File: config.mk
export PLATFORM = sky130hd
export DESIGN_NAME = pin_irq_engine
export DESIGN_NICKNAME = d
export VERILOG_FILES = /design/src/rtl/pin_irq_pkg.sv /design/src/rtl/pin_irq_datapath.sv /design/src/rtl/pin_irq_ctrl.sv /design/src/rtl/pin_irq_engine.sv
export SDC_FILE = /design/constraint.sdc
export NUM_CORES = 1
export LEC_CHECK = 0
export CORE_AREA = 4 4 220 222
export DETAILED_ROUTE_END_ITERATION = 16
export DIE_AREA = 0 0 224 226
export DONT_BUFFER_PORTS = 1
export GPL_TIMING_DRIVEN = 0
export PLACE_DENSITY = 0.42
export SYNTH_ARGS = -nofsm -noshare
export SYNTH_HDL_FRONTEND = slang
export SYNTH_SLANG_ARGS = --single-unit
export TNS_END_PERCENT = 50
File: constraint.sdc
create_clock -name clk -period 4.1 [get_ports clk]
set_input_delay 0 -clock clk [delete_from_list [all_inputs] [get_ports clk]]
set_output_delay 0 -clock clk [all_outputs]
set_load 0.02 [all_outputs]
File: src/rtl/pin_irq_pkg.sv
package pin_irq_pkg;
  // Upper bound on the width of a pin index carried in the strobe struct.
  localparam int MAX_PIN_IDX_W = 8;

  // Control -> datapath strobes: a request was accepted by the fabric.
  typedef struct packed {
    logic                     retire;
    logic [MAX_PIN_IDX_W-1:0] pin;
  } svcStrobe_t;
endpackage

File: src/rtl/pin_irq_datapath.sv
module pin_irq_datapath
  import pin_irq_pkg::*;
#(
  parameter int NUM_PINS = 24,
  parameter int VEC_W    = 8,
  parameter int RTC_PIN  = 8
) (
  input  logic                      clk,
  input  logic                      rstN,
  input  logic [NUM_PINS-1:0]       lineIn,
  input  logic [NUM_PINS-1:0]       cfgMask,
  input  logic [NUM_PINS-1:0]       cfgPolarity,
  input  logic [NUM_PINS-1:0]       cfgLevel,
  input  logic [NUM_PINS*VEC_W-1:0] cfgVector,
  input  logic                      eoiValid,
  input  logic [VEC_W-1:0]          eoiVector,
  input  svcStrobe_t                strobe,
  output logic [NUM_PINS-1:0]       readyVec,
  output logic [NUM_PINS-1:0]       remoteIrr,
  output logic                      rtcIrr
);
  localparam bit HAS_RTC = (RTC_PIN >= 0) && (RTC_PIN < NUM_PINS);

  logic [NUM_PINS-1:0] activeNow;
  logic [NUM_PINS-1:0] activeLast;
  logic [NUM_PINS-1:0] riseSeen;
  logic [NUM_PINS-1:0] edgePend;
  logic [NUM_PINS-1:0] vecMatch;
  logic [NUM_PINS-1:0] retireHot;
  logic [NUM_PINS-1:0] edgeBlock;
  logic                rtcFlag;

  always_comb begin
    for (int i = 0; i < NUM_PINS; i++) begin
      activeNow[i] = lineIn[i] ^ cfgPolarity[i];
      riseSeen[i]  = activeNow[i] & ~activeLast[i];
      vecMatch[i]  = eoiValid && (cfgVector[i*VEC_W +: VEC_W] == eoiVector);
      retireHot[i] = strobe.retire && (int'(strobe.pin) == i);
      edgeBlock[i] = 1'b0;
    end
    if (HAS_RTC) edgeBlock[RTC_PIN] = rtcFlag;
  end

  // Line level is tracked every cycle, masked or not.
  always_ff @(posedge clk) begin
    if (!rstN) begin
      activeLast <= '0;
      edgePend   <= '0;
      remoteIrr  <= '0;
    end else begin
      activeLast <= activeNow;
      for (int i = 0; i < NUM_PINS; i++) begin
        if (cfgLevel[i] || cfgMask[i]) edgePend[i] <= 1'b0;
        else edgePend[i] <= (edgePend[i] & ~retireHot[i]) | (riseSeen[i] & ~edgeBlock[i]);

        if (!cfgLevel[i])      remoteIrr[i] <= 1'b0;
        else if (retireHot[i]) remoteIrr[i] <= 1'b1;
        else if (vecMatch[i])  remoteIrr[i] <= 1'b0;
      end
    end
  end

  generate
    if (HAS_RTC) begin : g_rtc
      always_ff @(posedge clk) begin
        if (!rstN) rtcFlag <= 1'b0;
        else if (cfgLevel[RTC_PIN]) rtcFlag <= 1'b0;
        else if (retireHot[RTC_PIN]) rtcFlag <= 1'b1;
        else if (vecMatch[RTC_PIN]) rtcFlag <= 1'b0;
      end


      rtc_flag_set_chk: assert property (@(posedge clk) disable iff (!rstN)
        (retireHot[RTC_PIN] && !cfgLevel[RTC_PIN]) |=> rtcFlag);
    end else begin : g_no_rtc
      assign rtcFlag = 1'b0;
    end
  endgenerate

  assign rtcIrr = rtcFlag;

  always_comb begin
    for (int i = 0; i < NUM_PINS; i++)
      readyVec[i] = ~cfgMask[i] & (cfgLevel[i] ? (activeNow[i] & ~remoteIrr[i]) : edgePend[i]);
  end

  generate
    for (genvar g = 0; g < NUM_PINS; g++) begin : g_pin_chk

      irr_set_on_ack_chk: assert property (@(posedge clk) disable iff (!rstN)
        (strobe.retire && int'(strobe.pin) == g && cfgLevel[g]) |=> remoteIrr[g]);

      irr_clear_on_eoi_chk: assert property (@(posedge clk) disable iff (!rstN)
        (eoiValid && cfgVector[g*VEC_W +: VEC_W] == eoiVector
         && !(strobe.retire && int'(strobe.pin) == g)) |=> !remoteIrr[g]);

      irr_edge_zero_chk: assert property (@(posedge clk) disable iff (!rstN)
        !cfgLevel[g] |=> !remoteIrr[g]);

      masked_quiet_chk: assert property (@(posedge clk) disable iff (!rstN)
        cfgMask[g] |-> !readyVec[g]);
    end
  endgenerate
endmodule

File: src/rtl/pin_irq_ctrl.sv
module pin_irq_ctrl
  import pin_irq_pkg::*;
#(
  parameter int NUM_PINS = 24,
  parameter int VEC_W    = 8,
  parameter int DEST_W   = 8,
  localparam int PIN_W   = (NUM_PINS > 1) ? $clog2(NUM_PINS) : 1
) (
  input  logic                       clk,
  input  logic                       rstN,
  input  logic [NUM_PINS-1:0]        readyVec,
  input  logic [NUM_PINS*VEC_W-1:0]  cfgVector,
  input  logic [NUM_PINS*DEST_W-1:0] cfgDest,
  input  logic                       reqAck,
  output logic                       reqValid,
  output logic [PIN_W-1:0]           reqPin,
  output logic [VEC_W-1:0]           reqVector,
  output logic [DEST_W-1:0]          reqDest,
  output svcStrobe_t                 strobe
);
  logic [PIN_W-1:0]    pickIdx;
  logic                anyReady;
  logic [NUM_PINS-1:0] belowMask;

  // Lowest-numbered ready pin wins.
  always_comb begin
    pickIdx  = '0;
    anyReady = |readyVec;
    for (int k = NUM_PINS - 1; k >= 0; k--)
      if (readyVec[k]) pickIdx = PIN_W'(k);
  end

  always_ff @(posedge clk) begin
    if (!rstN) begin
      reqValid  <= 1'b0;
      reqPin    <= '0;
      reqVector <= '0;
      reqDest   <= '0;
    end else if (!reqValid) begin
      if (anyReady) begin
        reqValid  <= 1'b1;
        reqPin    <= pickIdx;
        reqVector <= cfgVector[int'(pickIdx)*VEC_W +: VEC_W];
        reqDest   <= cfgDest[int'(pickIdx)*DEST_W +: DEST_W];
      end
    end else if (reqAck) begin
      reqValid <= 1'b0;
    end
  end

  always_comb begin
    strobe.retire = reqValid & reqAck;
    strobe.pin    = MAX_PIN_IDX_W'(reqPin);
  end

  always_comb begin
    for (int k = 0; k < NUM_PINS; k++) belowMask[k] = (k < int'(reqPin));
  end


  req_hold_chk: assert property (@(posedge clk) disable iff (!rstN)
    (reqValid && !reqAck) |=> (reqValid && $stable(reqPin) && $stable(reqVector) && $stable(reqDest)));

  lowest_first_chk: assert property (@(posedge clk) disable iff (!rstN)
    $rose(reqValid) |-> ((($past(readyVec) & belowMask) == '0)
                         && ((($past(readyVec) >> reqPin) & NUM_PINS'(1)) != '0)));
endmodule

File: src/rtl/pin_irq_engine.sv
module pin_irq_engine
  import pin_irq_pkg::*;
#(
  parameter int NUM_PINS = 24,
  parameter int VEC_W    = 8,
  parameter int DEST_W   = 8,
  parameter int RTC_PIN  = 8,
  localparam int PIN_W   = (NUM_PINS > 1) ? $clog2(NUM_PINS) : 1
) (
  input  logic                       clk,
  input  logic                       rstN,
  input  logic [NUM_PINS-1:0]        lineIn,
  input  logic [NUM_PINS-1:0]        cfgMask,
  input  logic [NUM_PINS-1:0]        cfgPolarity,
  input  logic [NUM_PINS-1:0]        cfgLevel,
  input  logic [NUM_PINS*VEC_W-1:0]  cfgVector,
  input  logic [NUM_PINS*DEST_W-1:0] cfgDest,
  input  logic                       eoiValid,
  input  logic [VEC_W-1:0]           eoiVector,
  output logic                       reqValid,
  output logic [PIN_W-1:0]           reqPin,
  output logic [VEC_W-1:0]           reqVector,
  output logic [DEST_W-1:0]          reqDest,
  input  logic                       reqAck,
  output logic [NUM_PINS-1:0]        remoteIrr,
  output logic                       rtcIrr,
  output logic [NUM_PINS-1:0]        deliveryPending
);
  logic [NUM_PINS-1:0] readyVec;
  svcStrobe_t          strobe;

  pin_irq_datapath #(
    .NUM_PINS(NUM_PINS), .VEC_W(VEC_W), .RTC_PIN(RTC_PIN)
  ) u_dp (
    .clk(clk), .rstN(rstN), .lineIn(lineIn), .cfgMask(cfgMask),
    .cfgPolarity(cfgPolarity), .cfgLevel(cfgLevel), .cfgVector(cfgVector),
    .eoiValid(eoiValid), .eoiVector(eoiVector), .strobe(strobe),
    .readyVec(readyVec), .remoteIrr(remoteIrr), .rtcIrr(rtcIrr)
  );

  pin_irq_ctrl #(
    .NUM_PINS(NUM_PINS), .VEC_W(VEC_W), .DEST_W(DEST_W)
  ) u_ctrl (
    .clk(clk), .rstN(rstN), .readyVec(readyVec), .cfgVector(cfgVector),
    .cfgDest(cfgDest), .reqAck(reqAck), .reqValid(reqValid), .reqPin(reqPin),
    .reqVector(reqVector), .reqDest(reqDest), .strobe(strobe)
  );

  always_comb begin
    for (int k = 0; k < NUM_PINS; k++)
      deliveryPending[k] = reqValid && (int'(reqPin) == k);
  end


  status_onehot_chk: assert property (@(posedge clk) disable iff (!rstN)
    $countones(deliveryPending) == (reqValid ? 1 : 0));
endmodule

# Word-level counts from Yosys, hierarchy flattened
# Index checks and enable logic that the tools add are counted.
[op_classes]
eq_ne = 47
shifts = 2
n_mux = 99
bitwise = 245
reduce_logical = 173
[ops]
columns = ["operator", "count"]
rows = [
  ["192-bit by 9-bit variable part select with 8-bit output", 2],
  ["8-bit equality test", 24],
  ["5-bit two-way mux", 24],
  ["1-bit inverter", 99],
  ["1-bit AND", 98],
  ["5-bit equality test (second input constant)", 16],
  ["1-bit two-way mux", 75],
  ["1-bit logical AND", 72],
  ["2-bit AND reduction", 25],
  ["2-bit OR reduction", 25],
  ["2-bit nonzero test", 24],
  ["1-bit logical OR", 24],
  ["1-bit bitwise OR", 24],
  ["24-bit OR reduction", 1],
  ["1-bit XOR", 24],
  ["5-bit by 4-bit equality test with 1-bit output (second input constant)", 4],
  ["5-bit by 3-bit equality test with 1-bit output (second input constant)", 2],
  ["8-bit logical NOT", 1],
  ["5-bit by 2-bit equality test with 1-bit output (second input constant)", 1],
  ["5-bit logical NOT", 1],
]
[totals]
reg_bits = 95
elab_cells = 620

# Longest topological paths before layout
[depth]
word_depth = 29
ltp_mapped = 13
mapped_depth_nobuf = 10

# Hierarchy
# A second synthesis with hierarchy kept.
[hier_totals]
cells_unflattened = 1354
area_unflattened_um2 = 10548.9
[by_module_without_submodules]
columns = ["module", "instances", "cells_each", "area_per_inst_um2", "seq_area_each_um2"]
rows = [
  ["pin_irq_datapath", 1, 679, 5688.0, 1461.4],
  ["pin_irq_ctrl", 1, 640, 4683.2, 440.4],
  ["pin_irq_engine", 1, 35, 177.7, 0.0],
]

# Worst setup path before layout
# Ideal clock, no wire load.
[synth_path]
path_type = "flip-flop to flip-flop"
from = "register u_dp.remoteIrr[13]"
to = "register u_ctrl.reqDest[0]"
setup_time_ps = 122
arrival_time_ps = 2857
required_ps = 3978
slack_ps = 1121
stages_incl_launch_ff = 11
path_cell_list = "dfxtp_1 o41ai_2 o22ai_1 a2111oi_4 o211ai_2 a21oi_4 buf_2 mux2i_1 o22ai_1 o21bai_1 a221o_1"
[synth_between]
elab_chain_cells = 19
[synth_rtl]
columns = ["element", "line", "text"]
rows = [
  ["start: declaration", "pin_irq_datapath.sv:19", "output logic [NUM_PINS-1:0] remoteIrr,"],
  ["start signal: assignment", "pin_irq_datapath.sv:49", "remoteIrr <= '0;"],
  ["start signal: indexed assignment", "pin_irq_datapath.sv:56", "if (!cfgLevel[i]) remoteIrr[i] <= 1'b0;"],
  ["start signal: indexed assignment", "pin_irq_datapath.sv:57", "else if (retireHot[i]) remoteIrr[i] <= 1'b1;"],
  ["1-bit inverter *", "pin_irq_datapath.sv:84", "readyVec[i] = ~cfgMask[i] & (cfgLevel[i] ? (activeNow[i] & ~remoteIrr[i]) : edgePend[i]);"],
  ["1-bit AND *", "pin_irq_datapath.sv:84", ""],
  ["1-bit two-way mux *", "pin_irq_datapath.sv:84", ""],
  ["1-bit AND *", "pin_irq_datapath.sv:84", ""],
  ["5-bit two-way mux (14 in series)", "pin_irq_ctrl.sv:30", "if (readyVec[k]) pickIdx = PIN_W'(k);"],
  ["192-bit by 9-bit variable part select with 8-bit output", "pin_irq_ctrl.sv:44", "reqDest <= cfgDest[int'(pickIdx)*DEST_W +: DEST_W];"],
  ["end signal: assignment", "pin_irq_ctrl.sv:44", ""],
  ["end: declaration", "pin_irq_ctrl.sv:18", "output logic [DEST_W-1:0] reqDest,"],
]
# Every way passes the cells marked *; elsewhere a longest branch is shown, timed or not.
# A chain may end at the register's enable or synchronous reset.

# Final worst setup path
[layout_path]
from = "register u_dp.remoteIrr[23]"
to = "register u_ctrl.reqVector[0]"
[layout_between]
elab_chain_cells = 29
[layout_rtl]
columns = ["element", "line", "text"]
rows = [
  ["1-bit inverter *", "pin_irq_datapath.sv:84", ""],
  ["1-bit AND *", "pin_irq_datapath.sv:84", ""],
  ["1-bit two-way mux *", "pin_irq_datapath.sv:84", ""],
  ["1-bit AND *", "pin_irq_datapath.sv:84", ""],
  ["5-bit two-way mux (24 in series)", "pin_irq_ctrl.sv:30", ""],
  ["192-bit by 9-bit variable part select with 8-bit output", "pin_irq_ctrl.sv:43", "reqVector <= cfgVector[int'(pickIdx)*VEC_W +: VEC_W];"],
  ["end signal: assignment", "pin_irq_ctrl.sv:43", ""],
  ["end: declaration", "pin_irq_ctrl.sv:17", "output logic [VEC_W-1:0] reqVector,"],
]
# Marked as above.

==> results.md <==
- DR DRC count: 0
- Leak pwr: about 0.0047 uW
- Via count: ~12000
- FFs w/ async S/R, synth: 0
- Period utilisation layout: 0.984
- Final Power: about 5000 uW
- Core ar.: between 40000 and 50000 um2
- # nets final: about 2000
- Routed WL: 72.8 mm
- Pwr dens: approximately 370 nW/um2
- Post-Syn Area: roughly 10000 um2
- Worst Tran Pin Value: ~1.3 ns
- # rows: slightly below 80
- Skew-Pair Late Insertion Delay: 0.39 ns
- Root Buffer: clkbuf_16
- Vias in the first global route: ~12000
- Max-cap violations: 0
- Synth area leaders: dfxtp_1 (19%), xor2_1 (16%), nand2_1 (5.7%)
- Reg power frac: 0.235
- CP dominant cell by count: buf_2
- CP endpoint kind: flip-flop
- Largest stage delay, worst path: between 0.5 and 0.6 ns
- Final Critical Period: ~4 ns
- IO Port Bufs: 0
- Initial antenna violation count: 3
- All-Layer GR Usage: 0.271
- CP Max Fanout: 10
- Largest net degree at the start of global routing: 17
- Worst Path Required: ~4.4 ns
- Peak Freq: approximately 250 MHz
- Starting Density: 0.222
- Seq cells post-synth: 95
- Synth Flop Type: dfxtp_1
- Combinational share of power: 0.572
- Placed cell area: roughly 11000 um2
- Post-synth top area share: 0.185
- Design area: 13100 um2
- CP cell instances: nor3b_1, a21oi_1, nand4_1, a311o_1, a22o_1, buf_2, nand2_2, buf_2, nor3_1, or3_1, o22ai_1, a221o_1
- CTS HTree Levels: 3
- Total CTS buffers: 9
- Fin. max-slew vios: 0
- Setup Viol. Count Final: 0
- DIE HEIGHT: ~230 um
- Critical path class: flip-flop to flip-flop
- Routed len/inst: about 34 um
- Rel. slew slack: 0.120
- Worst-path clk slew: 0.08 ns
- Synthesis-to-layout area growth: 27.9%
- Final Hold Vio Count: 0
- CP arrival: around 4.4 ns
- Internal power: 2510 uW
- Sw frac: 0.487
- Number of synthesized flops with an enable pin: 0
- Netlist cell types: slightly above 70
- Die X: about 220 um
- Total grt overflow: 0
- Status: completed
- Fraction of layout cells with a size suffix above 1: 0.0989
- Crit start category: flip-flop
- Setup WS pre-CTS: -0.719 ns
- Vias per cell: ~5.7
- DR pass1 iterations: 5
- CTS tree: done
- CP Buf/Inv Count: 2
- First-pass GRT wire length: approximately 97 mm
- Synth warn: 0
- Die ar.: a little over 50000 um2
- Clock power share: 0.193
- Hpwl dp: between 60 and 70 mm
- Cells after Synth: ~1300
- Routability cong.: 0.914
- Initial DRC count: slightly below 900
- Syn avg cell area: ~7.7 um2
- CTS max path bufs: 2
- Slowest-stage cell, CP: dfxtp_1
- # clock sinks: 95
- Skew final: 0.00738 ns
- Delay-heaviest family, CP: compound AO/OA/AOI/OAI gates
- Setup WS post-layout: ~0.065 ns
- Diodes inserted: 0
- I/O pins: between 500 and 600
- Post-DRT Antenna Nets: 0
- Syn_nets: ~1800
- Max VDD drop: about 0.00017 V
- Biggest area consumer among synthesized cells: dfxtp_1
- Post-synthesis sequential area ratio: 0.185
- Min-Delay Path Class: input pin to flip-flop
- NetSw: around 2400 uW
-- synth_stat cells (all sizes together) (10+ instances only) --
cell type  count
a21oi         67
a221o         13
a221oi        32
a31oi         19
and2          34
buf           41
clkbuf        51
dfxtp         95
inv           38
mux2          54
mux2i         36
nand2        157
nand2b        15
nand3         30
nor2          61
nor2b         29
nor3          39
nor3b         21
nor4          27
nor4b         21
o21ai         10
o21bai        15
o221ai        16
o22ai         61
o311ai        18
o41ai         28
or3           27
xnor2         33
xor2         183
-- worst min-delay path: stages --
cell and delay (ns):
nand3_1 0.10, o41ai_1 0.11, a21oi_1 0.14
-- stage by stage --
stage,TNS [ns],util,std cells,hold slack (ns)
CTS,-0.455,0.281,2111,0.0000581
global placement,-6.05,0.238,1940,0.0782
global route,-0.000410,0.283,2114,0.0209
floorplan,0,-,1333,0.0767
finish,0,0.283,2114,0.0129
detailed placement,-5.62,0.238,1940,0.0811
-- final cells by class --
class,instances,area (um2)
well taps,607,759
inverters,38,143
clock buffers,11,243
plain buffers,92,470
flip-flops and latches,95,1900
fillers,5115,33200
repair buffers,158,1570
clock inverters,5,66.3
multi-input cells,1108,7980
-- worst paths after layout --
path	start	end	slack, ns	depth (start not counted)
min reg2reg	u_dp.rtcIrr	u_dp.rtcIrr	0.59	2
min	eoiValid	u_dp.remoteIrr[2]	0.01	3
max reg2reg	u_dp.remoteIrr[23]	u_ctrl.reqVector[0]	0.07	12
max	u_dp.remoteIrr[23]	u_ctrl.reqVector[0]	0.07	12
-- placed cells by master, fill, tap and decap left out, drive strengths merged, types with 28 or more instances in the layout --
cell type | netlist | routed
and2 | 34 | 34
clkbuf | 51 | 64
inv | 38 | 39
xnor2 | 33 | 33
xor2 | 183 | 183
buf | 41 | 44
nand2 | 157 | 157
a21oi | 67 | 67
a221oi | 32 | 32
dlygate4sd3 | 0 | 153
nor3 | 39 | 39
dfxtp | 95 | 95
mux2i | 36 | 36
nor2b | 29 | 29
nor2 | 61 | 61
mux2 | 54 | 54
o41ai | 28 | 28
o22ai | 61 | 61
nand3 | 30 | 30
-- per-layer routing --
| layer | up-vias | routed length (um) | track usage |
|---|---|---|---|
| li1 | 5234 | - | - |
| met1 | 5903 | 28100 | 0.320 |
| met2 | 695 | 35900 | 0.477 |
| met3 | 109 | 5610 | 0.0617 |
| met4 | 6 | 3170 | 0.108 |
| met5 | - | 44 | 0 |
-- what timing repair did --
action                     4_1_cts  5_1_grt
cloned                           0        0
hold endpoints to repair        88        0
setup endpoints to repair       16       16
setup buffers                    2        3
hold buffers                   153        0
resized for setup               37       24
pin swaps                        2        0
-- sequential cells by signal (all words and copies together), names as in the netlist --
name,cells
u_dp.activeLast,24
u_dp.edgePend,24
u_dp.remoteIrr,24
u_ctrl.reqDest,8
u_ctrl.reqVector,8
u_ctrl.reqPin,5
u_ctrl.reqValid,1
u_dp.rtcIrr,1
-- power groups by stage --
stage                     registers, uW  logic [uW]  clock network (uW)
after floorplan                    1140        1540                   0
after global placement             1180        2500                   0
after detailed placement           1170        2510                   0
after CTS                          1150        2740                 969
after global routing               1160        2940                 996
final                              1150        2810                 945
-- cell families (layout without fill, tap and decap cells) --
kind of cell	after synthesis	in the layout	synth area share
AND/OR/NAND/NOR	482	482	0.244
AO/OA/AOI/OAI	320	320	0.236
XOR/XNOR	216	216	0.184
buffers and inverters	130	304	0.0570
flip-flops	95	95	0.185
multiplexers	90	90	0.0943
Power figures use the tool's default switching activity.
